==> src/rtl/pfl_pkg.sv <==
package pfl_pkg;
    typedef enum logic [1:0] {
        ST_IDLE  = 2'd0,
        ST_ARM   = 2'd1,
        ST_DRAIN = 2'd2,
        ST_LOCK  = 2'd3
    } lk_state_e;
endpackage

==> src/rtl/pfl_sync.sv <==
module pfl_sync (
    input  logic clk,
    input  logic rst_n,
    input  logic async_i,
    output logic sync_o
);
    logic [1:0] sh_d, sh_q;

    always_comb begin
        sh_d = {sh_q[0], async_i};
    end

    always_ff @(posedge clk or negedge rst_n) begin
        if (!rst_n) sh_q <= 2'b11;
        else        sh_q <= sh_d;
    end

    assign sync_o = sh_q[1];
endmodule

==> src/rtl/pfl_tick.sv <==
module pfl_tick #(
    parameter int TICK_DIV = 16
) (
    input  logic clk,
    input  logic rst_n,
    output logic tick_o
);
    localparam int CW = (TICK_DIV > 1) ? $clog2(TICK_DIV) : 1;
    localparam logic [CW-1:0] LAST = CW'(TICK_DIV - 1);

    typedef struct packed {
        logic [CW-1:0] cnt;
        logic          tick;
    } tk_t;

    tk_t r_d, r_q;

    always_comb begin
        r_d = r_q;
        if (r_q.cnt == LAST) begin
            r_d.cnt  = '0;
            r_d.tick = 1'b1;
        end else begin
            r_d.cnt  = r_q.cnt + 1'b1;
            r_d.tick = 1'b0;
        end
    end

    always_ff @(posedge clk or negedge rst_n) begin
        if (!rst_n) r_q <= '0;
        else        r_q <= r_d;
    end

    assign tick_o = r_q.tick;
endmodule

==> src/rtl/pfl_fsm.sv <==
module pfl_fsm
    import pfl_pkg::*;
#(
    parameter int DLY_W = 6
) (
    input  logic             clk,
    input  logic             rst_n,
    input  logic             pf_s,
    input  logic             tick,
    input  logic             access,
    input  logic             dly_en,
    input  logic [DLY_W-1:0] dly_ticks,
    output logic             lock_o,
    output logic             flag_o,
    output logic             save_o
);
    localparam logic [DLY_W-1:0] DEF_TICKS = DLY_W'(1) << (DLY_W - 1);

    typedef struct packed {
        lk_state_e        state;
        logic [DLY_W-1:0] cnt;
        logic             flag;
        logic             save;
    } fsm_t;

    fsm_t r_d, r_q;
    logic [DLY_W-1:0] target;

    always_comb begin
        target   = dly_en ? dly_ticks : DEF_TICKS;
        r_d      = r_q;
        r_d.save = 1'b0;
        case (r_q.state)
            ST_IDLE: begin
                if (!pf_s) begin
                    r_d.state = ST_ARM;
                    r_d.cnt   = '0;
                    r_d.flag  = 1'b1;
                    r_d.save  = 1'b1;
                end
            end
            ST_ARM: begin
                if (pf_s) begin
                    r_d.state = ST_IDLE;
                    r_d.flag  = 1'b0;
                end else if (r_q.cnt >= target) begin
                    r_d.state = access ? ST_DRAIN : ST_LOCK;
                end else if (tick) begin
                    r_d.cnt = r_q.cnt + 1'b1;
                end
            end
            ST_DRAIN: begin
                if (pf_s) begin
                    r_d.state = ST_IDLE;
                    r_d.flag  = 1'b0;
                end else if (!access) begin
                    r_d.state = ST_LOCK;
                end
            end
            default: begin
                if (pf_s) begin
                    r_d.state = ST_IDLE;
                    r_d.flag  = 1'b0;
                end
            end
        endcase
    end

    always_ff @(posedge clk or negedge rst_n) begin
        if (!rst_n) begin
            r_q.state <= ST_IDLE;
            r_q.cnt   <= '0;
            r_q.flag  <= 1'b0;
            r_q.save  <= 1'b0;
        end else begin
            r_q <= r_d;
        end
    end

    assign lock_o = (r_q.state == ST_LOCK);
    assign flag_o = r_q.flag;
    assign save_o = r_q.save;


    save_single_chk: assert property (@(posedge clk) disable iff (!rst_n)
        save_o |=> !save_o);


    save_with_flag_chk: assert property (@(posedge clk) disable iff (!rst_n)
        save_o |-> (flag_o && $rose(flag_o)));


    lock_after_idle_chk: assert property (@(posedge clk) disable iff (!rst_n)
        $rose(lock_o) |-> !$past(access));


    lock_has_flag_chk: assert property (@(posedge clk) disable iff (!rst_n)
        lock_o |-> flag_o);


    release_on_power_chk: assert property (@(posedge clk) disable iff (!rst_n)
        $fell(lock_o) |-> $past(pf_s));
endmodule

==> src/rtl/pfl_gate.sv <==
module pfl_gate #(
    parameter int ADDR_W = 5
) (
    input  logic              lock,
    input  logic              cs_n_i,
    input  logic              rd_n_i,
    input  logic              wr_n_i,
    input  logic [ADDR_W-1:0] addr_i,
    output logic              cs_n_o,
    output logic              rd_n_o,
    output logic              wr_n_o,
    output logic [ADDR_W-1:0] addr_o,
    output logic              access_o
);
    assign cs_n_o   = cs_n_i | lock;
    assign rd_n_o   = rd_n_i | lock;
    assign wr_n_o   = wr_n_i | lock;
    assign access_o = !cs_n_i && (!rd_n_i || !wr_n_i);

    for (genvar i = 0; i < ADDR_W; i++) begin : g_addr
        assign addr_o[i] = addr_i[i] & ~lock;
    end


    lock_bus_idle_chk: assert property (@(posedge lock) 1'b1 |-> ##0 (cs_n_o && addr_o == '0))
        else $error("bus not idle under lockout");
endmodule

==> src/rtl/pwrfail_lockout.sv <==
module pwrfail_lockout #(
    parameter int TICK_DIV = 16,
    parameter int DLY_W    = 6,
    parameter int ADDR_W   = 5
) (
    input  logic              clk,
    input  logic              rst_n,
    input  logic              pf_n,
    input  logic              dly_en,
    input  logic [DLY_W-1:0]  dly_ticks,
    input  logic              cs_n_in,
    input  logic              rd_n_in,
    input  logic              wr_n_in,
    input  logic [ADDR_W-1:0] addr_in,
    output logic              cs_n_out,
    output logic              rd_n_out,
    output logic              wr_n_out,
    output logic [ADDR_W-1:0] addr_out,
    output logic              lockout,
    output logic              pf_event,
    output logic              save_pulse
);
    logic pf_s, tick, access, lock;

    pfl_sync u_sync (
        .clk    (clk),
        .rst_n  (rst_n),
        .async_i(pf_n),
        .sync_o (pf_s)
    );

    pfl_tick #(.TICK_DIV(TICK_DIV)) u_tick (
        .clk   (clk),
        .rst_n (rst_n),
        .tick_o(tick)
    );

    pfl_fsm #(.DLY_W(DLY_W)) u_fsm (
        .clk      (clk),
        .rst_n    (rst_n),
        .pf_s     (pf_s),
        .tick     (tick),
        .access   (access),
        .dly_en   (dly_en),
        .dly_ticks(dly_ticks),
        .lock_o   (lock),
        .flag_o   (pf_event),
        .save_o   (save_pulse)
    );

    pfl_gate #(.ADDR_W(ADDR_W)) u_gate (
        .lock    (lock),
        .cs_n_i  (cs_n_in),
        .rd_n_i  (rd_n_in),
        .wr_n_i  (wr_n_in),
        .addr_i  (addr_in),
        .cs_n_o  (cs_n_out),
        .rd_n_o  (rd_n_out),
        .wr_n_o  (wr_n_out),
        .addr_o  (addr_out),
        .access_o(access)
    );

    assign lockout = lock;
endmodule

==> config.mk <==
export PLATFORM = sky130hd
export DESIGN_NAME = pwrfail_lockout
export DESIGN_NICKNAME = d
export VERILOG_FILES = /design/src/rtl/pfl_pkg.sv /design/src/rtl/pfl_sync.sv /design/src/rtl/pfl_tick.sv /design/src/rtl/pfl_fsm.sv /design/src/rtl/pfl_gate.sv /design/src/rtl/pwrfail_lockout.sv
export SDC_FILE = /design/constraint.sdc
export NUM_CORES = 1
export LEC_CHECK = 0
export ABC_AREA = 1
export BUFFER_PORTS_ARGS = -buffer_cell sky130_fd_sc_hd__buf_2
export CAP_MARGIN = 20
export CORE_AREA = 4 4 68 70
export DETAILED_ROUTE_END_ITERATION = 10
export DIE_AREA = 0 0 72 74
export PLACE_DENSITY_LB_ADDON = 0.3
export REMOVE_ABC_BUFFERS = 1
export SLEW_MARGIN = 20
export SYNTH_ARGS = -nofsm -noshare
export SYNTH_HDL_FRONTEND = slang
export SYNTH_SLANG_ARGS = --single-unit
==> constraint.sdc <==
create_clock -name clk -period 1.93 [get_ports clk]
set_clock_uncertainty 0.15 [all_clocks]
set_input_delay 0 -clock clk [delete_from_list [all_inputs] [get_ports clk]]
set_output_delay 0 -clock clk [all_outputs]
set_load 0.02 [all_outputs]
=== Word level (Yosys, flattened, before mapping) ===
Cells that the tools add are included.

* Bits of input ports: 18
* Output and inout bits: 11
* Flip-flop bits (word level): 17

* Bitwise logic cells: 9
* Add/subtract/negate cells: 2
* Mux-type cells: 17
* Order comparisons: 1
* Eq/ne operators: 10
* Reductions and logical operators: 12

{| class="wikitable"
|+ Operators with widths
! operator !! number
|-
| 2-to-1 mux 6 bit || 4
|-
| case mux 6 bit (2 select lines) || 1
|-
| 2-to-1 mux 10 bit || 1
|-
| 2-to-1 mux 2 bit || 5
|-
| != test 2 bit, second input constant || 4
|-
| adder 6 x 1 -> 6 bit, second input constant || 1
|-
| >= comparator 6 bit || 1
|-
| case mux 2 bit (3 select lines) || 1
|-
| bitwise AND 1 bit || 5
|-
| 2-to-1 mux 5 bit || 1
|-
| AND reduction 5 bit || 1
|-
| adder 4 x 1 -> 4 bit, second input constant || 1
|-
| == test 2 bit, second input constant || 2
|-
| == test 4 bit, second input constant || 1
|-
| 2-to-1 mux 1 bit || 4
|-
| AND reduction 4 bit || 1
|-
| nonzero test 2 bit || 2
|-
| nonzero test 4 bit || 1
|-
| zero test 1 bit || 3
|-
| != test 3 x 2 -> 1 bit, second input constant || 1
|-
| != test 3 bit, second input constant || 1
|-
| OR 1 bit || 3
|-
| == test 2 x 1 -> 1 bit, second input constant || 1
|-
| zero test 2 bit || 1
|-
| 4 further kinds || 4
|}

=== Depth between registers and ports, before layout ===
* Depth after elaboration: 7
* Gate-level depth with buffers: 13
* Mapped depth without buffers: 13

=== Cells and area by module ===
A second synthesis with hierarchy kept.

* Cells, all modules: 147
* Area total of the unflattened synthesis: 1097.3 sq um

{| class="wikitable"
|+ By module, submodules not included
! module !! seq. area each (sq um) !! cells each !! instances !! area each (sq um)
|-
| pfl_fsm || 250.2 || 113 || 1 || 789.5
|-
| pfl_tick || 125.1 || 18 || 1 || 193.9
|-
| pfl_gate || 0.0 || 14 || 1 || 61.3
|-
| pfl_sync || 52.6 || 2 || 1 || 52.6
|}

=== Worst setup path after synthesis ===
Ideal clock, no wire load.

* Path kind: register -> register
* Start: register u_fsm.r_q[5] (netlist name)
* End: register u_fsm.r_q[5] (netlist name)
* Arrival time: 1.345 ns
* Setup slack: 0.318 ns
* Library setup time: 0.117 ns
* Clock period less this slack: 1.612 ns
* Data required time: 1.663 ns
* Stages on the path, launching flop included: 10
* Path through: dfrtp_1 -> ha_1 -> nand2_1 -> nand2_1 -> a21oi_2 -> nand3_2 -> nand2_4 -> nand2_4 -> nand2_1 -> nand2_1

* Word-level cells in the longest chain between the ends: 5
* Elaborated cells on any way between the ends: 8
* Classes of those cells: add/sub (1); order compare (1); eq/ne (1); mux (4); reduce/logical (1)

{| class="wikitable"
|+ Ends and longest elaborated chain
! element !! RTL line !! RTL
|-
| start, declared || pfl_fsm.sv:26 || <nowiki>fsm_t r_d, r_q;</nowiki>
|-
| start signal, assigned || pfl_fsm.sv:76 || <nowiki>r_q <= r_d;</nowiki>
|-
| adder 6 x 1 -> 6 bit || pfl_fsm.sv:49 || <nowiki>r_d.cnt = r_q.cnt + 1'b1;</nowiki>
|-
| 2-to-1 mux 6 bit || pfl_fsm.sv:48 || <nowiki>end else if (tick) begin</nowiki>
|-
| 2-to-1 mux 6 bit || pfl_fsm.sv:46 || <nowiki>end else if (r_q.cnt >= target) begin</nowiki>
|-
| 2-to-1 mux 6 bit || pfl_fsm.sv:43 || <nowiki>if (pf_s) begin</nowiki>
|-
| case mux 6 bit (2 select lines) || pfl_fsm.sv:33 || <nowiki>case (r_q.state)</nowiki>
|}

Parallel ways exist; a longest one is shown, timed or not. The select of a mux whose other input is x is not followed.
A chain may end at the register's enable or synchronous reset.

=== Worst setup path in the final report ===
* Start: register u_fsm.r_q[6] (netlist name)
* End: register u_fsm.r_q[7] (netlist name)

The elaborated chain is that of the path after synthesis.

==> results.cfg <==
[run_status]
status = completed

[critical_path]
critical_path_arrival_ps = 1750
timing.critical_path.from_type = register
criticalPathCategory = register to register
critical_path.most_common_cell = nand2_1
required_ps = 1920
path_cells = ha_1, nand2_1, inv_1, a21oi_2, nand3_2, nand2_4, nand2_4, nand2_1, nand2_1
cpMaxStageDelayCell = dfrtp_1
crit_path_end_kind = register
critPathMaxFanout = 7
crit_path_max_incr_delay_ps = 440

[global_route]
grt_pass1_wl_um = 3864
grt_overflow = 0
grt_pass1_vias = 908
grt_use_total_pct = 9.176
grt_max_degree = 18
antenna_found_initial = 0

[floorplanning]
dieArea_um2 = 5328
die_x_um = 72
die_y_um = 74
initial_core_util_pct = 29.77
core_um2 = 3971
num_rows = 23
boundaryPins = 29

[clocking]
cts_max_level = 1
clk_pin_slew_ps = 70
cts_inserted_buffers = 3
clockBufferDepth = 2
clockRootBuffer = clkbuf_8
insertion_delay_ps = 250
tritoncts = built
cts_sinks = 17

[finish]
syn2layout_area_growth_pct = 24.87
layout_commonest_cell = nand2_1
most-common-layout-cells = nand2_1 (43), buf_2 (28), inv_1 (22), nor2_1 (15), ha_1 (15)
n_antenna_cell = 0
layout-drive-gt1-share_pct = 29.26
num-nets-final = 222

[sta]
fin_crit_ps = 1754
hold_viol_final = 0
hold_ws_ps = 37.61
fin_setup_tns_ps = 0
drv_slew = 0
setup_slack_ps = 176.3
tightest_slew_ps = 383.3
fin_crit_sh_pct = 90.87
max_freq_mhz = 570.2
rsz0062_at_grt = no
setup_viol = 0
maxSlewHeadroom_pct = 74.44

[routing]
dr.pass1.iters = 4
viasPerCell = 4.101
wire_per_inst_um = 9.235
vias = 976
antenna_left = 0
wirelength_um = 2198
drc = 0
drt_iter0_markers = 23

[synth]
synthMuxAreaShare_pct = 0.9524
synth_cells = 151
synth-simple-area-share_pct = 29.95
synth-xor-area-share_pct = 3.704
async_flop_share_pct = 100.0
ys_seq_elements = 17
synth_cell_types = 24
ys_seq_area_share_pct = 36.19
avgSynthCellArea_um2 = 7.830
synth-main-ff-cell = dfrtp_1
synth_enable_flop_cells = 0
synthAdderAreaFrac_pct = 15.87
synth_top_family_by_area = simple AND/OR/NAND/NOR gates
synth_area_um2 = 1182
synth_compound_area_share_pct = 2.434
yosysWarnings = 0

[power_and_ir_drop]
ir_worst_vdd_uv = 479.5
p_per_area_nw_per_um2 = 953.8
power_frac_comb_pct = 47.7
seq_power_share_pct = 33.2
p_leak_uw = 0.0008594
switching_share_pct = 41.57
intPower_uw = 822.8
clkPwrFrac_pct = 19.1
p_switching_uw = 585.3

[placed_design]
gp_congestion = 0.7156
dp_slack_ps = 133.3
port_buffers = 28
hpwl_um = 1742

[worst_hold_path]
hp-class = input port to asynchronous set/reset pin

[flow_run]
cap_violations = 0
-- repair_timing --
action,4_1_cts,5_1_grt
buffers inserted,0,2
hold buffers,2,0
gates resized for setup,0,2
endpoints found under the setup margin,0,6
endpoints found under the hold margin,18,0
-- registers in the layout, summed over array words and instances, names as in the netlist --
register       count
u_tick.r_q         4
u_fsm.r_q          8
u_fsm.save_o       1
u_tick.tick_o      1
u_sync.sh_q        2
u_fsm.flag_o       1
-- cell families after synthesis --
family	Yosys count
XOR/XNOR	5
buffers and inverters	30
flip-flops	17
AO/OA/AOI/OAI	5
adder cells (fa/ha/maj)	15
AND/OR/NAND/NOR	78
multiplexers	1
-- final cells by class --
type | instances | area, um2
timing repair buffer | 33 | 182.7
tap | 50 | 62.56
fill | 425 | 2495
clock buffer | 3 | 41.29
clock inverter | 1 | 5.005
inverter | 30 | 128.9
sequential | 17 | 430.4
multi-input combinational | 104 | 625.6
-- final timing paths --
kind | start | endpoint | slack (ps) | depth (start not counted)
worst max-delay path | u_fsm.r_q[6] | u_fsm.r_q[7] | 180 | 9
worst min-delay path | rst_n | u_fsm.r_q[9] | 40 | 2
worst max register to register | u_fsm.r_q[6] | u_fsm.r_q[7] | 180 | 9
worst min register to register | u_sync.sh_q[0] | u_sync.sh_q[1] | 210 | 0
max in group asynchronous | rst_n | u_sync.sh_q[0] | 1280 | 2
min in group clk | wr_n_in | u_fsm.r_q[8] | 120 | 7
-- metal layers --
| metal | global-route usage, % | wire [um] | vias up |
|---|---|---|---|
| met5 | 0 | 0 | - |
| met4 | 4.384 | 44 | 0 |
| met3 | 1.622 | 85 | 5 |
| li1 | - | - | 532 |
| met2 | 15.10 | 996 | 19 |
| met1 | 11.73 | 1072 | 420 |
-- power by group through the flow --
stage / Sequential (uW) / Clock, uW / Combinational (uW)
after global routing: 475 / 301 / 775
after floorplan: 480 / 0 / 502
after CTS: 466 / 286 / 683
after detailed placement: 471 / 0 / 679
after global placement: 471 / 0 / 680
final: 467 / 269 / 672
-- per-stage QoR --
step                instance area (um2)  util [%]  std cells  total power [uW]
global placement                   1393     35.07        230              1152
finish                             1476     37.18        238              1408
detailed placement                 1393     35.07        230              1150
floorplan                          1182         -        151             982.1
CTS                                1459     36.74        236              1436
global route                       1476     37.18        238              1551
-- synthesized netlist by cell type, types with 2 or more instances --
library cell,n,area [um2]
o21ai_1,3,15.01
dfstp_2,2,52.55
nand2_4,2,22.52
nand2_1,43,161.4
inv_2,6,22.52
inv_1,22,82.58
xor2_1,3,26.28
nand3_2,2,20.02
xnor2_1,2,17.52
dfrtp_1,15,375.4
ha_1,15,187.7
nand3_1,10,50.05
nor2_1,15,56.30
-- critical path: cells and delay by family, from the launching register on --
kind	cells	cell delay (ps)
buf+inv	1	50
fa+ha+maj	1	310
simple gates	6	510
compound gates	1	180
flops	1	440
(Power assumes the default switching activity.)
